==> src/rtl/tfs_pkg.sv <==
package tfs_pkg;

    typedef enum logic [1:0] {
        ST_HUNT    = 2'd0,
        ST_CONFIRM = 2'd1,
        ST_LOCKED  = 2'd2
    } det_state_e;

    localparam logic [1:0] RATE_DOUBLE = 2'd0;
    localparam logic [1:0] RATE_EQ_MID = 2'd1;
    localparam int         MAX_IN_OFS  = 4;
    localparam int         BITS_PER_CH = 8;

endpackage

==> src/rtl/tfs_edge_sync.sv <==
module tfs_edge_sync (
    input  logic clk,
    input  logic rst_n,
    input  logic sclk,
    input  logic fsync,
    output logic rise_ev,
    output logic fall_ev,
    output logic fp_lvl
);
    logic sclk_q1, sclk_q2, fp_q1;

    always_ff @(posedge clk) begin
        if (!rst_n) begin
            sclk_q1 <= 1'b0;
            sclk_q2 <= 1'b0;
            fp_q1   <= 1'b0;
        end else begin
            sclk_q1 <= sclk;
            sclk_q2 <= sclk_q1;
            fp_q1   <= fsync;
        end
    end

    // The sync level travels with the first clock stage, so each edge
    // event sees the sync value present when the edge arrived.
    assign rise_ev = sclk_q1 & ~sclk_q2;
    assign fall_ev = ~sclk_q1 & sclk_q2;
    assign fp_lvl  = fp_q1;

endmodule

==> src/rtl/tfs_pol_detect.sv <==
module tfs_pol_detect
    import tfs_pkg::*;
#(
    parameter int WINW = 11
) (
    input  logic            clk,
    input  logic            rst_n,
    input  logic            rise_ev,
    input  logic            fp_lvl,
    input  logic [WINW-1:0] win_len,
    output logic            locked,
    output logic            pol_neg
);
    det_state_e      st, st_nx;
    logic [WINW-1:0] wcnt, hcnt;
    logic            vote, vote_nx, pol_r, pol_nx;
    logic            win_end, rest_hi;
    logic [WINW:0]   hi_total;

    assign win_end  = rise_ev && (wcnt == win_len - WINW'(1));
    assign hi_total = {1'b0, hcnt} + {{WINW{1'b0}}, fp_lvl};
    assign rest_hi  = hi_total > {1'b0, (win_len >> 1)};

    // state register
    always_ff @(posedge clk) begin
        if (!rst_n) st <= ST_HUNT;
        else        st <= st_nx;
    end

    // window sampling and latched decisions
    always_ff @(posedge clk) begin
        if (!rst_n) begin
            wcnt  <= '0;
            hcnt  <= '0;
            vote  <= 1'b0;
            pol_r <= 1'b0;
        end else begin
            vote  <= vote_nx;
            pol_r <= pol_nx;
            if (rise_ev && st != ST_LOCKED) begin
                if (win_end) begin
                    wcnt <= '0;
                    hcnt <= '0;
                end else begin
                    wcnt <= wcnt + WINW'(1);
                    hcnt <= hi_total[WINW-1:0];
                end
            end
        end
    end

    // next state and outputs
    always_comb begin
        st_nx   = st;
        vote_nx = vote;
        pol_nx  = pol_r;
        unique case (st)
            ST_HUNT: begin
                if (win_end) begin
                    vote_nx = rest_hi;
                    st_nx   = ST_CONFIRM;
                end
            end
            ST_CONFIRM: begin
                if (win_end) begin
                    if (rest_hi == vote) begin
                        pol_nx = rest_hi;
                        st_nx  = ST_LOCKED;
                    end else begin
                        vote_nx = rest_hi;
                    end
                end
            end
            ST_LOCKED: st_nx = ST_LOCKED;
            default:   st_nx = ST_HUNT;
        endcase
    end

    assign locked  = (st == ST_LOCKED);
    assign pol_neg = pol_r;

endmodule

==> src/rtl/tfs_slot_counter.sv <==
module tfs_slot_counter #(
    parameter int CHW = 7
) (
    input  logic           clk,
    input  logic           rst_n,
    input  logic           adv,
    input  logic           restart,
    input  logic           dbl,
    input  logic [CHW-1:0] ch_last,
    output logic           ph,
    output logic [2:0]     bit_idx,
    output logic [CHW-1:0] ch_idx,
    output logic           bnd_stb
);
    always_ff @(posedge clk) begin
        if (!rst_n) begin
            ph      <= 1'b0;
            bit_idx <= '0;
            ch_idx  <= '0;
            bnd_stb <= 1'b0;
        end else begin
            bnd_stb <= 1'b0;
            if (adv) begin
                if (restart) begin
                    ph      <= 1'b0;
                    bit_idx <= '0;
                    ch_idx  <= '0;
                    bnd_stb <= 1'b1;
                end else if (dbl && !ph) begin
                    ph <= 1'b1;
                end else begin
                    ph      <= 1'b0;
                    bnd_stb <= 1'b1;
                    if (bit_idx == 3'd7) begin
                        bit_idx <= '0;
                        ch_idx  <= (ch_idx == ch_last) ? '0 : ch_idx + CHW'(1);
                    end else begin
                        bit_idx <= bit_idx + 3'd1;
                    end
                end
            end
        end
    end

endmodule

==> src/rtl/tdm_frame_timer.sv <==
module tdm_frame_timer
    import tfs_pkg::*;
#(
    parameter  int BASE_CH = 32,
    localparam int CHW     = $clog2(BASE_CH * 4),
    localparam int WINW    = $clog2(BASE_CH * 4 * BITS_PER_CH) + 1
) (
    input  logic           clk,
    input  logic           rst_n,
    input  logic           sclk,
    input  logic           fsync,
    input  logic [1:0]     rate_sel,
    input  logic [2:0]     in_ofs,
    output logic           locked,
    output logic           fmt_neg,
    output logic           tx_stb,
    output logic [2:0]     tx_bit,
    output logic [CHW-1:0] tx_ch,
    output logic           frame_stb,
    output logic           rx_stb,
    output logic [2:0]     rx_bit,
    output logic [CHW-1:0] rx_ch
);
    logic            rise_ev, fall_ev, fp_lvl;
    logic            dbl, a_ev, b_ev, a_adv, fp_act, fp_prev;
    logic            tx_start, in_restart, rx_ph, tx_ph;
    logic [1:0]      rshift;
    logic [2:0]      ofs_eff, dly;
    logic [CHW-1:0]  ch_last;
    logic [WINW-1:0] win_len;

    assign dbl     = (rate_sel == RATE_DOUBLE);
    assign rshift  = dbl ? 2'd0 : (rate_sel == RATE_EQ_MID) ? 2'd1 : 2'd2;
    assign ch_last = CHW'((BASE_CH << rshift) - 1);
    assign win_len = WINW'((BASE_CH * BITS_PER_CH) << (int'(rshift) + int'(dbl)));
    assign ofs_eff = dbl ? 3'd0 : (in_ofs > 3'(MAX_IN_OFS)) ? 3'(MAX_IN_OFS) : in_ofs;

    tfs_edge_sync u_sync (
        .clk    (clk),
        .rst_n  (rst_n),
        .sclk   (sclk),
        .fsync  (fsync),
        .rise_ev(rise_ev),
        .fall_ev(fall_ev),
        .fp_lvl (fp_lvl)
    );

    tfs_pol_detect #(.WINW(WINW)) u_pol (
        .clk    (clk),
        .rst_n  (rst_n),
        .rise_ev(rise_ev),
        .fp_lvl (fp_lvl),
        .win_len(win_len),
        .locked (locked),
        .pol_neg(fmt_neg)
    );

    // boundary edge type follows the detected format
    assign a_ev     = fmt_neg ? fall_ev : rise_ev;
    assign b_ev     = fmt_neg ? rise_ev : fall_ev;
    assign a_adv    = a_ev && locked;
    assign fp_act   = fp_lvl ^ fmt_neg;
    assign tx_start = a_adv && fp_act && !fp_prev;

    assign in_restart = a_adv && ((tx_start && ofs_eff == 3'd0) || dly == 3'd1);

    always_ff @(posedge clk) begin
        if (!rst_n) begin
            fp_prev   <= 1'b0;
            dly       <= '0;
            frame_stb <= 1'b0;
            rx_stb    <= 1'b0;
        end else begin
            frame_stb <= tx_start;
            rx_stb    <= b_ev && locked && (!dbl || rx_ph);
            if (a_adv) begin
                fp_prev <= fp_act;
                if (tx_start)          dly <= ofs_eff;
                else if (dly != 3'd0)  dly <= dly - 3'd1;
            end
        end
    end

    tfs_slot_counter #(.CHW(CHW)) u_tx_cnt (
        .clk    (clk),
        .rst_n  (rst_n),
        .adv    (a_adv),
        .restart(tx_start),
        .dbl    (dbl),
        .ch_last(ch_last),
        .ph     (tx_ph),
        .bit_idx(tx_bit),
        .ch_idx (tx_ch),
        .bnd_stb(tx_stb)
    );

    tfs_slot_counter #(.CHW(CHW)) u_rx_cnt (
        .clk    (clk),
        .rst_n  (rst_n),
        .adv    (a_adv),
        .restart(in_restart),
        .dbl    (dbl),
        .ch_last(ch_last),
        .ph     (rx_ph),
        .bit_idx(rx_bit),
        .ch_idx (rx_ch),
        .bnd_stb()
    );

endmodule

==> config.mk <==
export PLATFORM = sky130hd
export DESIGN_NAME = tdm_frame_timer
export DESIGN_NICKNAME = d
export VERILOG_FILES = /design/src/rtl/tfs_pkg.sv /design/src/rtl/tfs_edge_sync.sv /design/src/rtl/tfs_pol_detect.sv /design/src/rtl/tfs_slot_counter.sv /design/src/rtl/tdm_frame_timer.sv
export SDC_FILE = /design/constraint.sdc
export NUM_CORES = 1
export LEC_CHECK = 0
export BUFFER_PORTS_ARGS = -buffer_cell sky130_fd_sc_hd__clkbuf_2
export CORE_UTILIZATION = 58
export CTS_BUF_LIST = sky130_fd_sc_hd__clkbuf_16
export DETAILED_ROUTE_END_ITERATION = 16
export PLACE_DENSITY = 0.79
export SYNTH_ARGS = -nofsm -noshare
export SYNTH_HDL_FRONTEND = slang
export SYNTH_SLANG_ARGS = --single-unit
==> constraint.sdc <==
create_clock -name clk -period 3.3 [get_ports clk]
set_input_delay 0.495 -clock clk [delete_from_list [all_inputs] [get_ports clk]]
set_output_delay 0.495 -clock clk [all_outputs]
set_load 0.02 [all_outputs]
==> results of run 1 <==
-- cells in the mapped netlist (4+ instances only) --
cell type  instances
a21boi_0          10
a21oi_1           20
a22oi_1            5
and2_1             5
and3_1             6
clkbuf_1          11
dfxtp_1           58
ha_1              20
inv_1             11
mux2i_1            4
nand2_1           34
nand2b_1           4
nand3_1           14
nand3b_1           8
nand4_1           12
nor2_1            41
nor2b_1            7
nor3_1            10
o21a_1             4
o21ai_0           16
or3_1              5
xnor2_1           11
xor2_1            19
-- state kept, by name, indices dropped and copies added, names as in the netlist, 2 cells and up --
register	count
u_tx_cnt.ch_idx	7
u_pol.hcnt	11
u_rx_cnt.bit_idx	3
u_tx_cnt.bit_idx	3
u_pol.wcnt	11
dly	3
u_pol.st	2
u_rx_cnt.ch_idx	7
-- worst max-delay path: stages, from the launching register on --
cell and delay, ps:
dfxtp_1 390, ha_1 210, nand4_1 160, nor2_1 270
and3_1 210, xor2_1 80, ha_1 300, nand4_1 100
nor4_1 310, nand3_1 160, or4_1 430, and3_4 200
mux2i_1 110
-- layer usage --
layer | global-route usage, % | part of all wire (%) | vias to the layer above
li1 | - | - | 1372
met1 | 31.8 | 46 | 1264
met2 | 43.8 | 48 | 53
met3 | 8.30 | 3.6 | 17
met4 | 11.5 | 2.5 | 0
met5 | 0 | 0 | -
-- cell families after synthesis --
| logic type | count (synthesis) |
|---|---|
| flip-flops | 58 |
| buffers and inverters | 23 |
| XOR/XNOR | 30 |
| AO/OA/AOI/OAI | 71 |
| adder cells (fa/ha/maj) | 20 |
| AND/OR/NAND/NOR | 161 |
| multiplexers | 5 |
-- per-stage QoR --
step | hold WS, ps | setup WS, ps
floorplan | 445 | 575
global placement | 457 | 421
detailed placement | 466 | 305
CTS | 387 | 262
global route | 397 | 37.1
finish | 394 | 260
-- power by group through the flow --
stage,registers (mW),clock network [mW],logic (mW)
final,0.710,0.868,0.0573
after global routing,0.709,0.913,0.0637
after CTS,0.709,0.881,0.0574
after detailed placement,0.723,0,0.0563
after global placement,0.723,0,0.0557
after floorplan,0.722,0,0.0395
-- how the worst max path moves through the flow --
| stage | start | endpoint | cells after the start |
|---|---|---|---|
| 2_1_floorplan | u_sync.fp_lvl | u_pol.st[0] | 13 |
| 3_3_place_gp | u_sync.fp_lvl | u_pol.st[1] | 13 |
| 3_5_place_dp | u_sync.fp_lvl | u_pol.st[1] | 12 |
| 4_1_cts | u_sync.fp_lvl | u_pol.st[1] | 12 |
| 5_1_grt | u_sync.fp_lvl | u_pol.st[0] | 13 |
| 6_report | u_sync.fp_lvl | u_pol.st[1] | 12 |
-- area by class of cell --
class / instances / area (um2) / area share (%)
inverters: 11 / 41.3 / 1.14
multi-input cells: 287 / 1860 / 51.5
clock inverters: 5 / 47.5 / 1.31
flip-flops and latches: 58 / 1160 / 32.1
well taps: 70 / 87.6 / 2.42
clock buffers: 9 / 225 / 6.22
repair buffers: 37 / 195 / 5.39
==> run_results.csv, run 1 <==
group,metric,value,unit
run_status,status,"completed",
die,rows,26,
power,p_leak,1.44,nW
timing,slew_violations,0,
yosys,synthDistinctLibCells,49,
layout,drive_above_1_share,14.0,%
cts,cts_sinks,58,
yosys,synth.yosys.warnings,0,
drt,viasPerCell,5.67,
die,io_pins,34,
layout,diodes,0,
die,die_x,75.3,um
power,power,1.64,mW
global_routing,grt-ovfl-total,0,
layout,mostFrequentLayoutCell,"dfxtp_1",
yosys,synthMuxAreaShare,1.77,%
yosys,synth_area_per_cell,8.46,um2
place,placed_cell_area,3350,um2
yosys,yosysTopAreaCell,"dfxtp_1",
yosys,synth.area.top_cells,"dfxtp_1 37%, ha_1 8.0%, xor2_1 5.3%",
global_routing,grt_max_degree,37,
cts,clkTransAtPathRegs,50,ps
timing,hold_viol,0,
drt,num_vias,2706,
global_routing,grt_use_total,26.5,%
cts,cts_buffer_depth,2,
power,p_comb_share,3.5,%
yosys,synthCells,368,
critical_path,end_kind,"register",
drt,drcViolationCount,0,
die,dieArea,5660,um2
cts,hold_buffers,0,
power,p_sw_share,21.0,%
critical_path,worst_r2r_endpoint,"u_pol.st[1]",
power,powerDensity,451,nW/um2
worst_hold_path,min_path_type,"in2reg",
power,power_switching,343,uW
cts,ctsHtreeMaxLevel,3,
power,pwr-share-seq,43.4,%
place,globalplace.congestion,0.929,
critical_path,crit_type,"reg2reg",
yosys,synth-xor-area-share,8.44,%
worst_hold_path,hold_depth,2,
global_routing,grt_pass1_vias,2496,
critical_path,r2r-start,"u_sync.fp_lvl",
timing,fin_tns_setup,0,ps
power,ir_drop,320,uV
die,fp.dieH,75.3,um
power,clock_power_share,53.1,%
cts,clock_latency,330,ps
timing,worst_pin_slew,657,ps
layout,fill_cells,454,
die,coreArea,5140,um2
critical_path,worst-path-max-fanout,4,
layout,area_growth,16.4,%
layout,final_area,3620,um2
drt,ant_nets,0,
yosys,ys.flop_type,"dfxtp_1",
drt,wire_per_inst,14.1,um
critical_path,worst-r2r-setup-slack,260,ps
layout,nets,433,
critical_path,crit_arrival,3250,ps
drt,drt_iter0_drc,174,
yosys,post-synth-top-area-fraction,37.3,%
critical_path,rr_worst_depth,12,
yosys,synth_fa_ha_area_share,8.04,%
cts,cts_tree,"built",
critical_path,cp-start-kind,"register",
yosys,synthSimpleGateAreaFrac,27.0,%
global_routing,grt_pass1_wl,11100,um
job,maxCapViolCount,0,
critical_path,critPathRequiredTime,3510,ps
drt,first_pass_iters,5,
yosys,synth_edf_count,0,
yosys,synth_top_family_by_area,"simple AND/OR/NAND/NOR gates",
die,start_util,60.6,%
place,dpl.cell_count,463,
cts,cts_made_buffers,9,
layout,final_cells,477,
cts,cts_root_buffer,"clkbuf_16",
worst_hold_path,holdPathEnd,"u_sync.sclk_q1",
timing,period_share,92.1,%
timing,clock.fmax,329,MHz
timing,slew_headroom,55.9,%
timing,setup_violations,0,
yosys,ys_seq_area_share,37.3,%
yosys,syn_nets,397,
yosys,ys_ff_latch,58,
place,portBuffers,33,
yosys,async_flop_share,0,%
worst_hold_path,min_from,"sclk",
timing,fin_crit,3040,ps
timing,rsz0062_at_grt,"no",
cts,postCtsSetupBuffers,0,
power,intPower,1.29,mW
yosys,syn_area,3110,um2
layout,post-route-util,70.5,%
cts,post_cts_resized,0,
yosys,synth_compound_area_share,14.7,%
layout,layout_common_cells,"58 x dfxtp_1, 41 x nor2_1, 34 x nand2_1, 33 x clkbuf_2",
place,place.detailed.hpwl,4600,um
timing,skew,5.19,ps
global_routing,antenna_found_initial,0,
drt,wl,6730,um
Note: power is estimated with default switching activity, not from simulation.
==> inputs of run 2 (changes only) <==
--- a/config.mk
+++ b/config.mk
@@ -6,10 +6,10 @@
 export NUM_CORES = 1
 export LEC_CHECK = 0
 export BUFFER_PORTS_ARGS = -buffer_cell sky130_fd_sc_hd__clkbuf_2
-export CORE_UTILIZATION = 58
+export CORE_MARGIN = 4
+export CORE_UTILIZATION = 45
 export CTS_BUF_LIST = sky130_fd_sc_hd__clkbuf_16
 export DETAILED_ROUTE_END_ITERATION = 16
-export PLACE_DENSITY = 0.79
 export SYNTH_ARGS = -nofsm -noshare
 export SYNTH_HDL_FRONTEND = slang
 export SYNTH_SLANG_ARGS = --single-unit
==> run 2 against run 1 <==
  * Non-clock buffer count up 1
  * Largest cell class unchanged
  * Critical endpoint is now u_pol.st[0]
  * Combinational power grew 3.8%
  * Routed wire length up 0.25%
  * Total power up 0.61%
  * Clock power up 1%
==> run_results.csv, run 2 (same netlist as run 1, synthesis figures left out) <==
group,metric,value,unit
layout,mostFrequentLayoutCell,"dfxtp_1",
drt,ant_nets,0,
timing,slew_violations,0,
critical_path,crit_arrival,3220,ps
power,ir_drop,317,uV
drt,wire_per_inst,13.8,um
run_status,status,"completed",
timing,clock.fmax,332,MHz
layout,biggestRegsByFlops,"u_pol.hcnt (11), u_pol.wcnt (11)",
power,power,1.65,mW
die,fp.dieH,91.2,um
global_routing,grt_pass1_vias,2701,
global_routing,grt-ovfl-total,0,
place,place.detailed.hpwl,4780,um
critical_path,critical-path-slowest-cell,"or4_1",
cts,cts_root_buffer,"clkbuf_16",
drt,drcViolationCount,0,
critical_path,critPathRequiredTime,3510,ps
timing,worst_pin_slew,666,ps
die,dieArea,8310,um2
critical_path,end_kind,"register",
die,start_util,46.1,%
global_routing,grt_pass1_wl,12100,um
critical_path,cp-start-kind,"register",
critical_path,crit_type,"reg2reg",
power,powerDensity,450,nW/um2
timing,hold_viol,0,
timing,slew_headroom,55.3,%
critical_path,crit_chain,"ha_1 > ha_2 > nand3_2 > nor2_1 > nand2_1 > xnor2_1 > ha_1 > nand4_1 > nor4_2 > nand3_1 > or4_1 > and3_4 > mux2i_1",
drt,drt_iter0_drc,76,
global_routing,antenna_found_initial,0,
cts,cts_made_buffers,9,
drt,num_vias,2659,
job,maxCapViolCount,0,
global_routing,grt_use_total,17.7,%
drt,viasPerCell,5.44,
worst_hold_path,min_path_type,"in2reg",
timing,setup_violations,0,
layout,diodes,0,
place,globalplace.congestion,0.781,
timing,fin_crit,3010,ps
cts,clock_latency,320,ps
power,p_leak,1.46,nW
cts,cts_buffer_depth,2,
cts,hold_buffers,0,
timing,skew,3.24,ps
layout,regArea,1160,um2
layout,area_growth,17.5,%
critical_path,cp_common_cell,"ha_1",
layout,drive_above_1_share,14.9,%
layout,multi_input_area,1880,um2
die,die_x,91.2,um
die,rows,30,
timing,final.setup.worst_slack,286,ps
layout,nets,434,
layout,layout_common_cells,"58 x dfxtp_1, 40 x nor2_1, 34 x nand2_1, 33 x clkbuf_2, 20 x a21oi_1",
drt,wl,6740,um
die,coreArea,6760,um2
critical_path,slowest_delay,440,ps
cts,clkTransAtPathRegs,50,ps
timing,fin_tns_setup,0,ps
cts,cts_sinks,58,
timing,period_share,91.3,%
place,portBuffers,33,
cts,cts_tree,"built",
place,pre_cts_ws,227,ps
critical_path,worst-path-max-fanout,4,
layout,fill_cells,656,
drt,first_pass_iters,4,
global_routing,grt_max_degree,37,
cts,ctsHtreeMaxLevel,3,
layout,post-route-util,54.1,%
die,io_pins,34,
## run 2: layout make-up
type	count	area share, %
well taps	80	2.74
repair buffers	38	5.54
multi-input cells	287	51.3
flip-flops and latches	58	31.7
inverters	11	1.13
clock inverters	6	1.40
clock buffers	9	6.16
## run 2: critical path, delay by kind of cell, from the launching register on
family                   cells  cell delay (ps)
AND/OR/NAND/NOR              8             1520
flip-flops                   1              380
multiplexers                 1              110
XOR/XNOR                     1              140
adder cells (fa/ha/maj)      3              740
## run 2: through the flow
| step | cell area, um2 | instances | hold WS, ps |
|---|---|---|---|
| finish | 3660 | 489 | 381 |
| global placement | 3370 | 474 | 464 |
| floorplan | 3110 | 368 | 445 |
| global route | 3660 | 489 | 384 |
| detailed placement | 3370 | 474 | 467 |
| CTS | 3650 | 489 | 373 |
## run 2: worst paths after layout
check | from | end | slack, ps | depth (start not counted)
setup / recovery | u_sync.fp_lvl | u_pol.st[0] | 290 | 13
hold / removal | sclk | u_sync.sclk_q1 | 380 | 2
setup reg to reg | u_sync.fp_lvl | u_pol.st[0] | 290 | 13
hold reg to reg | u_tx_cnt.bit_idx[1] | u_tx_cnt.bit_idx[1] | 470 | 2
## run 2: metal layers
layer	global-route usage (%)	routed length, um	vias up
met1	21.1	3160	1230
met3	4.64	277	7
met4	6.78	68	0
met5	0	0	-
met2	30.4	3240	51
li1	-	-	1371
## run 2: power breakdown
group          switching (mW)  internal (mW)  leakage [nW]
combinational          0.0374         0.0220         0.843
clock                   0.309          0.568         0.145
sequential            0.00383          0.705         0.468
## run 2: what timing repair did
item / CTS / global route
resized for setup: 0 / 3
setup endpoints to repair: 0 / 2
buffers inserted: 0 / 0
==> inputs of run 3 (changes only) <==
--- a/config.mk
+++ b/config.mk
@@ -6,7 +6,7 @@
 export NUM_CORES = 1
 export LEC_CHECK = 0
 export BUFFER_PORTS_ARGS = -buffer_cell sky130_fd_sc_hd__clkbuf_2
-export CORE_MARGIN = 4
+export CORE_MARGIN = 5
 export CORE_UTILIZATION = 45
 export CTS_BUF_LIST = sky130_fd_sc_hd__clkbuf_16
 export DETAILED_ROUTE_END_ITERATION = 16
==> run 3 against run 2 <==
  * Sequential power about the same
  * Combinational power down 3%
  * Die area is 4.4% higher
  * Critical endpoint unchanged
  * Largest power group unchanged
  * Highest routed layer unchanged
==> run_results.csv, run 3 (same netlist as run 1, synthesis figures left out) <==
group,metric,value,unit
run_status,status,"completed",
timing,period_share,91.5,%
drt,num_vias,2670,
timing,rsz0062_at_grt,"no",
cts,clkTransAtPathRegs,50,ps
drt,wl,6770,um
critical_path,r2r-start,"u_sync.fp_lvl",
global_routing,grt_max_degree,37,
die,io_pins,34,
timing,slew_headroom,57.3,%
power,p_leak,1.45,nW
die,rows,30,
drt,drcViolationCount,0,
drt,first_pass_iters,4,
critical_path,critical_path_cell_count,12,
die,fp.dieH,93.2,um
critical_path,endpoint,"u_pol.st[0]",
cts,cts_tree,"built",
cts,cts_sinks,58,
critical_path,cp-start-kind,"register",
global_routing,grt-ovfl-total,0,
critical_path,worst-r2r-setup-slack,280,ps
power,powerDensity,451,nW/um2
critical_path,critical-path-slowest-cell,"or4_1",
cts,cts_made_buffers,9,
layout,biggestRegsByFlops,"u_pol.hcnt (11), u_pol.wcnt (11)",
critical_path,rr_worst_depth,12,
timing,skew,4.21,ps
critical_path,critical_path.top_delay_family,"simple AND/OR/NAND/NOR gates",
layout,diodes,0,
worst_hold_path,min_from,"sclk",
drt,ant_nets,0,
critical_path,worst-path-buf-inv,0,
layout,area_growth,17.4,%
cts,ctsHtreeMaxLevel,3,
layout,drive_above_1_share,14.6,%
global_routing,grt_pass1_wl,11700,um
cts,postCtsSetupBuffers,0,
critical_path,slowest_delay,420,ps
critical_path,worst-path-max-fanout,4,
timing,slew_violations,0,
worst_hold_path,min_path_type,"in2reg",
layout,layout_common_cells,"58 x dfxtp_1, 41 x nor2_1, 34 x nand2_1, 33 x clkbuf_2",
timing,hold_viol,0,
critical_path,crit_chain,"ha_1 > nand4_1 > nor2_1 > and3_1 > xor2_1 > ha_1 > nand4_1 > nor4_1 > nand3_1 > or4_1 > and3_4 > mux2i_1",
timing,worst_pin_slew,640,ps
critical_path,crit_type,"reg2reg",
cts,hold_buffers,0,
layout,mostFrequentLayoutCell,"dfxtp_1",
layout,nets,434,
timing,clock.fmax,331,MHz
die,die_x,93.2,um
layout,final_area,3650,um2
timing,fin_tns_setup,0,ps
critical_path,critPathRequiredTime,3510,ps
cts,clock_latency,320,ps
layout,fill_cells,646,
global_routing,grt_pass1_vias,2561,
timing,fin_crit,3020,ps
place,placed_cell_area,3370,um2
place,globalplace.congestion,0.817,
cts,cts_buffer_depth,2,
place,portBuffers,33,
place,place.detailed.hpwl,4830,um
cts,post_cts_resized,0,
critical_path,worst_r2r_endpoint,"u_pol.st[0]",
die,dieArea,8680,um2
critical_path,end_kind,"register",
cts,cts_root_buffer,"clkbuf_16",
timing,setup_violations,0,
global_routing,grt_use_total,16.7,%
critical_path,crit_arrival,3230,ps
power,ir_drop,250,uV
die,coreArea,6760,um2
drt,drt_iter0_drc,93,
drt,wire_per_inst,13.8,um
job,maxCapViolCount,0,
drt,viasPerCell,5.45,
global_routing,antenna_found_initial,0,
critical_path,crit_path_start,"u_sync.fp_lvl",
die,start_util,46.1,%
## run 3: area by class of cell
class	count	area (um2)	share of cell area (%)
multi-input combinational	287	1860	51.0
sequential	58	1160	31.8
clock buffer	9	225	6.16
timing repair buffer	38	203	5.55
tap	80	100	2.74
clock inverter	7	60.1	1.64
inverter	11	41.3	1.13
## run 3: report_power, final
group | internal [mW] | switching (mW)
Combinational | 0.0217 | 0.0360
Sequential | 0.705 | 0.00391
Clock | 0.573 | 0.310
Total | 1.30 | 0.350
## run 3: metrics by stage
| stage | cells | setup slack, ps | utilization [%] | total power, mW | hold slack [ps] |
|---|---|---|---|---|---|
| floorplan | 368 | 575 | - | 0.762 | 445 |
| global placement | 474 | 408 | 49.9 | 0.781 | 457 |
| detailed placement | 474 | 321 | 49.9 | 0.781 | 469 |
| CTS | 490 | 309 | 54.1 | 1.67 | 376 |
| global route | 490 | 17.0 | 54.1 | 1.71 | 395 |
| finish | 490 | 280 | 54.1 | 1.65 | 382 |
## run 3: worst min-delay path by stage
stage / depth (start not counted) / to
after floorplan: 2 / u_pol.hcnt[0]
after global placement: 2 / u_pol.hcnt[0]
after detailed placement: 2 / u_pol.hcnt[0]
after CTS: 2 / u_sync.sclk_q1
after global routing: 2 / u_sync.sclk_q1
final: 2 / u_sync.sclk_q1
## run 3: per-layer routing
metal / GRT usage, % / vias up / share of wire (%)
li1: - / 1376 / -
met1: 20.0 / 1241 / 47
met2: 28.4 / 38 / 48
met3: 3.30 / 15 / 3.0
met4: 8.67 / 0 / 2.4
met5: 0 / - / 0
